## src/rtl/irqc_pkg.sv

```systemverilog
`timescale 1ns/1ps
// irqc_pkg: shared types for the interrupt status/mask controller.
// Assumes a single register window decoded on byte addresses.
package irqc_pkg;

    // Which word the current bus address selects.
    typedef enum logic [1:0] {
        SEL_NONE   = 2'd0,
        SEL_STATUS = 2'd1,
        SEL_MASK   = 2'd2
    } reg_sel_e;

endpackage

```

## src/rtl/irqc_addr_decode.sv

```systemverilog
`timescale 1ns/1ps
// irqc_addr_decode: turns the bus address, strobe and width into a word select,
// per-word write enables and a bit-lane enable (all bits for 32-bit access,
// low half for 16-bit access).
// Assumes full-address compare; aliases are not decoded.
module irqc_addr_decode
    import irqc_pkg::*;
#(
    parameter int ADDR_W     = 12,
    parameter int DATA_W     = 32,
    parameter logic [ADDR_W-1:0] STATUS_OFS = 12'h070,
    parameter logic [ADDR_W-1:0] MASK_OFS   = 12'h074
) (
    input  logic [ADDR_W-1:0] addr,
    input  logic              wr,
    input  logic              wide,
    output reg_sel_e          sel,
    output logic              wr_status,
    output logic              wr_mask,
    output logic [DATA_W-1:0] lane_en
);
    localparam int HALF_W = DATA_W / 2;

    // Word select from the address.
    always_comb begin
        if (addr == STATUS_OFS)     sel = SEL_STATUS;
        else if (addr == MASK_OFS)  sel = SEL_MASK;
        else                        sel = SEL_NONE;
    end

    // Write enables only when strobed.
    assign wr_status = wr && (sel == SEL_STATUS);
    assign wr_mask   = wr && (sel == SEL_MASK);

    // Bit lanes covered by this access width.
    assign lane_en = wide ? {DATA_W{1'b1}}
                          : {{(DATA_W-HALF_W){1'b0}}, {HALF_W{1'b1}}};

endmodule

```

## src/rtl/irqc_mask_reg.sv

```systemverilog
`timescale 1ns/1ps
// irqc_mask_reg: holds the interrupt mask word; a write stores the data on
// the enabled lanes and leaves the rest.
// Assumes lane_en already reflects the access width.
module irqc_mask_reg #(
    parameter int DATA_W = 32
) (
    input  logic              clk,
    input  logic              rst_n,
    input  logic              wr_mask,
    input  logic [DATA_W-1:0] lane_en,
    input  logic [DATA_W-1:0] wdata,
    output logic [DATA_W-1:0] mask
);

    // Mask storage with lane-merged writes.
    always_ff @(posedge clk) begin
        if (!rst_n)       mask <= '0;
        else if (wr_mask) mask <= (mask & ~lane_en) | (wdata & lane_en);
    end

    p_mask_store_r3: assert property (@(posedge clk) disable iff (!rst_n)
        wr_mask |=> (((mask ^ $past(wdata)) & $past(lane_en)) == '0));

    p_mask_upper_hold_r4: assert property (@(posedge clk) disable iff (!rst_n)
        wr_mask |=> (((mask ^ $past(mask)) & ~$past(lane_en)) == '0));

    p_mask_no_write_r2: assert property (@(posedge clk) disable iff (!rst_n)
        !wr_mask |=> $stable(mask));

endmodule

```

## src/rtl/irqc_status_reg.sv

```systemverilog
`timescale 1ns/1ps
// irqc_status_reg: latched interrupt status. Per bit: a request sets it (and
// wins over an acknowledge), an acknowledge on an enabled lane reloads it
// with (bit | forced) & mask & data, otherwise it holds.
// Assumes force_vec is stable configuration.
module irqc_status_reg #(
    parameter int DATA_W = 32
) (
    input  logic              clk,
    input  logic              rst_n,
    input  logic              wr_status,
    input  logic [DATA_W-1:0] lane_en,
    input  logic [DATA_W-1:0] wdata,
    input  logic [DATA_W-1:0] mask,
    input  logic [DATA_W-1:0] force_vec,
    input  logic [DATA_W-1:0] req_pulse,
    output logic [DATA_W-1:0] status
);
    logic [DATA_W-1:0] status_nxt;

    // Next-state logic, one cell per bit.
    for (genvar b = 0; b < DATA_W; b++) begin : g_bit
        logic kept;
        assign kept = (status[b] | force_vec[b]) & mask[b] & wdata[b];
        assign status_nxt[b] = req_pulse[b]                 ? 1'b1 :
                               (wr_status && lane_en[b])    ? kept :
                                                              status[b];
    end

    // Status storage; reset loads the forced bits.
    always_ff @(posedge clk) begin
        if (!rst_n) status <= force_vec;
        else        status <= status_nxt;
    end

    p_req_sets_r7: assert property (@(posedge clk) disable iff (!rst_n)
        (req_pulse != '0) |=> ((status & $past(req_pulse)) == $past(req_pulse)));

    p_no_spurious_set_r7: assert property (@(posedge clk) disable iff (!rst_n)
        !wr_status |=> ((status & ~$past(status | req_pulse)) == '0));

    p_ack_clear_r5: assert property (@(posedge clk) disable iff (!rst_n)
        wr_status |=> ((status & $past(lane_en)
                        & ~$past(((status | force_vec) & mask & wdata) | req_pulse)) == '0));

    p_ack_upper_hold_r4: assert property (@(posedge clk) disable iff (!rst_n)
        wr_status |=> (((status ^ $past(status)) & ~$past(lane_en) & ~$past(req_pulse)) == '0));

endmodule

```

## src/rtl/irq_stat_mask_ctrl.sv

```systemverilog
`timescale 1ns/1ps
// irq_stat_mask_ctrl: top of the interrupt status/mask controller. Decodes
// the register bus, holds mask and status words, returns readback and drives
// irq = |(status & mask).
// Assumes synchronous active-low reset and single-cycle register accesses.
module irq_stat_mask_ctrl
    import irqc_pkg::*;
#(
    parameter int ADDR_W  = 12,
    parameter int DATA_W  = 32,
    parameter int SIO_BIT = 7,
    parameter int SND_BIT = 9
) (
    input  logic              clk,
    input  logic              rst_n,
    input  logic [ADDR_W-1:0] reg_addr,
    input  logic              reg_wr,
    input  logic              reg_wide,
    input  logic [DATA_W-1:0] reg_wdata,
    output logic [DATA_W-1:0] reg_rdata,
    input  logic [DATA_W-1:0] req_pulse,
    input  logic              force_sio,
    input  logic              force_snd,
    output logic              irq
);
    reg_sel_e          sel;
    logic              wr_status;
    logic              wr_mask;
    logic [DATA_W-1:0] lane_en;
    logic [DATA_W-1:0] mask;
    logic [DATA_W-1:0] status;
    logic [DATA_W-1:0] force_vec;
    logic [DATA_W-1:0] rd_word;

    // Forced-bit vector built from the two configuration inputs.
    for (genvar b = 0; b < DATA_W; b++) begin : g_force
        if (b == SIO_BIT)      begin : g_sio assign force_vec[b] = force_sio; end
        else if (b == SND_BIT) begin : g_snd assign force_vec[b] = force_snd; end
        else                   begin : g_off assign force_vec[b] = 1'b0;      end
    end

    irqc_addr_decode #(
        .ADDR_W(ADDR_W), .DATA_W(DATA_W)
    ) decode_i (
        .addr(reg_addr), .wr(reg_wr), .wide(reg_wide),
        .sel(sel), .wr_status(wr_status), .wr_mask(wr_mask), .lane_en(lane_en)
    );

    irqc_mask_reg #(.DATA_W(DATA_W)) mask_i (
        .clk(clk), .rst_n(rst_n), .wr_mask(wr_mask),
        .lane_en(lane_en), .wdata(reg_wdata), .mask(mask)
    );

    irqc_status_reg #(.DATA_W(DATA_W)) status_i (
        .clk(clk), .rst_n(rst_n), .wr_status(wr_status),
        .lane_en(lane_en), .wdata(reg_wdata), .mask(mask),
        .force_vec(force_vec), .req_pulse(req_pulse), .status(status)
    );

    // Readback mux, limited to the lanes of the access width.
    always_comb begin
        unique case (sel)
            SEL_STATUS: rd_word = status;
            SEL_MASK:   rd_word = mask;
            default:    rd_word = '0;
        endcase
    end
    assign reg_rdata = rd_word & lane_en;

    // Interrupt output from pending unmasked bits.
    assign irq = |(status & mask);

    p_irq_fall_needs_write_r9: assert property (@(posedge clk) disable iff (!rst_n)
        $fell(irq) |-> $past(reg_wr));

endmodule

```

## config.mk

```make
export PLATFORM = sky130hd
export DESIGN_NAME = irq_stat_mask_ctrl
export DESIGN_NICKNAME = d
export VERILOG_FILES = /design/src/rtl/irqc_pkg.sv /design/src/rtl/irqc_addr_decode.sv /design/src/rtl/irqc_mask_reg.sv /design/src/rtl/irqc_status_reg.sv /design/src/rtl/irq_stat_mask_ctrl.sv
export SDC_FILE = /design/constraint.sdc
export NUM_CORES = 1
export LEC_CHECK = 0
export ABC_CLOCK_PERIOD_IN_PS = 6000
export BUFFER_PORTS_ARGS = -buffer_cell sky130_fd_sc_hd__clkbuf_2
export CORE_MARGIN = 8
export CORE_UTILIZATION = 40
export DETAILED_ROUTE_END_ITERATION = 10
export GPL_TIMING_DRIVEN = 0
export PLACE_DENSITY_LB_ADDON = 0.12
export SYNTH_ARGS = -nofsm -noshare
export SYNTH_HDL_FRONTEND = slang
export SYNTH_SLANG_ARGS = --single-unit
```

## constraint.sdc

```tcl
create_clock -name clk -period 6 [get_ports clk]
set_input_delay 0.9 -clock clk [delete_from_list [all_inputs] [get_ports clk]]
set_output_delay 0.9 -clock clk [all_outputs]
set_load 0.01 [all_outputs]
```

==> reports/summary.txt <==
Status -> finished, final reports clean
CTS H-tree lvls -> 3
Min-Delay Path Depth -> 2
EDFF count, synth -> 2
Crit Path Category -> primary input to output port
Root Driver -> clkbuf_8
Max-slew violations -> 0
CP Launch Type -> primary input
Vias after detailed routing -> 2986
Ys async rst share -> 0
Total GRT Usage -> 0.187
Synthesized flop and latch total -> 64
Arrival time worst endpoint -> 3.19 ns
Mapped Avg Cell Area -> 9.63 um2
Initial Util -> 0.406
CTS tree -> yes
I/O pins -> 115
DRC Markers -> 0
Most instantiated cells after synthesis -> a21oi_1 (62), dfxtp_1 (62)
Critical Path Sink Type -> output port
PD cells -> 241 nW/um2
R2r setup slk -> 5.03 ns
LEAKAGE -> 1.66 nW
Crit path max fanout -> 10
Hold slack -> 0.558 ns
Post-Synthesis Cells -> 319
Initial antenna violation count -> 0
Largest net degree at the start of global routing -> 13
Yosys warning count -> 0
Post-DP HPWL -> 7660 um
Achievable Freq -> 0.244 GHz
Mapped Area -> 3070 um2
Setup TNS -> 0 ns
Number of max-cap violations -> 0
Postcts setup bufs -> 0
Die Area -> 10700 um2
Worst-Margin Slew -> 0.753 ns
Synthesis-to-layout area growth -> 30.5%
Post-layout nets -> 526
Critical R2R Capture -> status_i.status[9]$_DFFE_PP_
Clock skew -> 0.00756 ns
Share of cells above drive strength 1 -> 0.327
Die X -> 104 um
CTS Buf Count -> 9
Number of global-route vias before repair -> 3093
Grt total ovfl -> 0
Post-synthesis net count -> 401
Clock Path Buffers -> 2
Number of core rows -> 32
Yosys cell types -> 26
Rel. slew slack -> 0.494
Top cells by area, synth -> dfxtp_1 (40%), mux2i_1 (10%), a21oi_1 (10%)
Total Wirelength -> 10300 um
Period utilization -> 0.682
Port Buffer Count -> 114
Synth top area share -> 0.404
Post-DR wirelength/cell -> 18.7 um
Top FF cell, synth -> dfxtp_1
Minimum clock period -> 4.09 ns
Vias/cell -> 5.42
Die Y -> 104 um
GP Congestion -> 0.773
Worst reg2reg path startpoint -> status_i.status[9]$_DFFE_PP_
1st-iter DRT viols -> 132
R2R depth -> 2
Num Clock Sinks -> 64
Sequential fraction of the synthesis area -> 0.424
Pre-antenna DRT Iters -> 4
PostCTS Resize Cnt -> 0
HP Class -> flop to flop
Finished Layout Cells -> 551
Finish-stage setup viols -> 0
Post-DRT Antenna Nets -> 0
Antenna Cells -> 0
Final Hold Vio Count -> 0
Peak VDD IR -> 0.112 mV
Core Area -> 7570 um2
DP Cell Count -> 535
Hold_buf cts -> 0
Post-synth top area cell -> dfxtp_1
Req. time, crit path -> 5.10 ns
CTS clk-pin slew, worst paths -> 0.07 ns
Skew-Pair Late Insertion Delay -> 0.33 ns
RSZ-0062 raised after global routing -> false
First-pass GRT wire length -> 16100 um
==> worst max-delay path by stage <==
stage,slack (ns),end,from,depth (start not counted)
after global routing,1.82,reg_rdata[30],reg_addr[9],9
after detailed placement,1.93,reg_rdata[24],reg_addr[9],9
after global placement,1.94,reg_rdata[24],reg_addr[9],9
after CTS,1.93,reg_rdata[24],reg_addr[9],9
final,1.91,reg_rdata[30],reg_addr[9],9
after floorplan,2.52,reg_rdata[21],reg_addr[9],7
==> layer usage <==
layer,vias to the layer above,GRT usage,part of all wire
met5,-,0,0
met2,91,0.309,0.49
li1,1462,-,-
met4,0,0.0483,0.011
met1,1425,0.229,0.44
met3,8,0.0589,0.061
==> power breakdown <==
part           leakage, nW  internal, W  switching [W]
registers            0.530     0.000443      0.0000122
logic                 1.01    0.0000349      0.0000385
clock network        0.114     0.000260       0.000178
total                 1.66     0.000738       0.000229
==> cell usage in the layout (no fill, tap or decap), types with 3 or more instances in the layout <==
cell / netlist / routed
clkbuf_2: 0 / 114
a21oi_1: 62 / 62
dfxtp_1: 62 / 62
a22o_1: 32 / 32
o21ai_0: 32 / 32
mux2i_1: 32 / 32
nor2b_1: 32 / 32
a22oi_1: 16 / 16
clkbuf_1: 10 / 10
clkbuf_8: 0 / 9
nor4_4: 5 / 5
buf_2: 5 / 5
inv_1: 4 / 4
nand2_1: 4 / 4
nand4_1: 4 / 4
buf_6: 3 / 3
==> per-stage QoR <==
step           worst slack (ns)  cell area, um2  total power, W   util
5_1_grt                    1.82            4010         0.00100  0.530
6_report                   1.91            4010        0.000967  0.530
3_3_place_gp               1.94            3770        0.000535  0.498
4_1_cts                    1.93            4010        0.000973  0.530
3_5_place_dp               1.93            3770        0.000538  0.498
2_1_floorplan              2.52            3070        0.000491      -
==> cells by family after synthesis <==
group | after synthesis | share of synthesized area
flip-flops | 64 | 0.424
AO/OA/AOI/OAI | 143 | 0.286
buffers and inverters | 23 | 0.0387
multiplexers | 32 | 0.104
AND/OR/NAND/NOR | 57 | 0.147
==> cell type report <==
cell class	instances	area, um2
well taps	102	128
multi-input cells	232	1650
flip-flops and latches	64	1300
repair buffers	114	571
plain buffers	19	104
fillers	729	3560
clock inverters	6	88.8
clock buffers	10	149
inverters	4	15.0
==> worst max-delay path, cell delays in order <==
cell      delay [ns]
clkbuf_2        0.08
or4_4           0.53
buf_6           0.16
nor4_4          0.50
and2_1          0.20
buf_2           0.19
buf_2           0.30
a22o_1          0.19
clkbuf_2        0.14
Note: power is estimated with default switching activity, not from simulation.
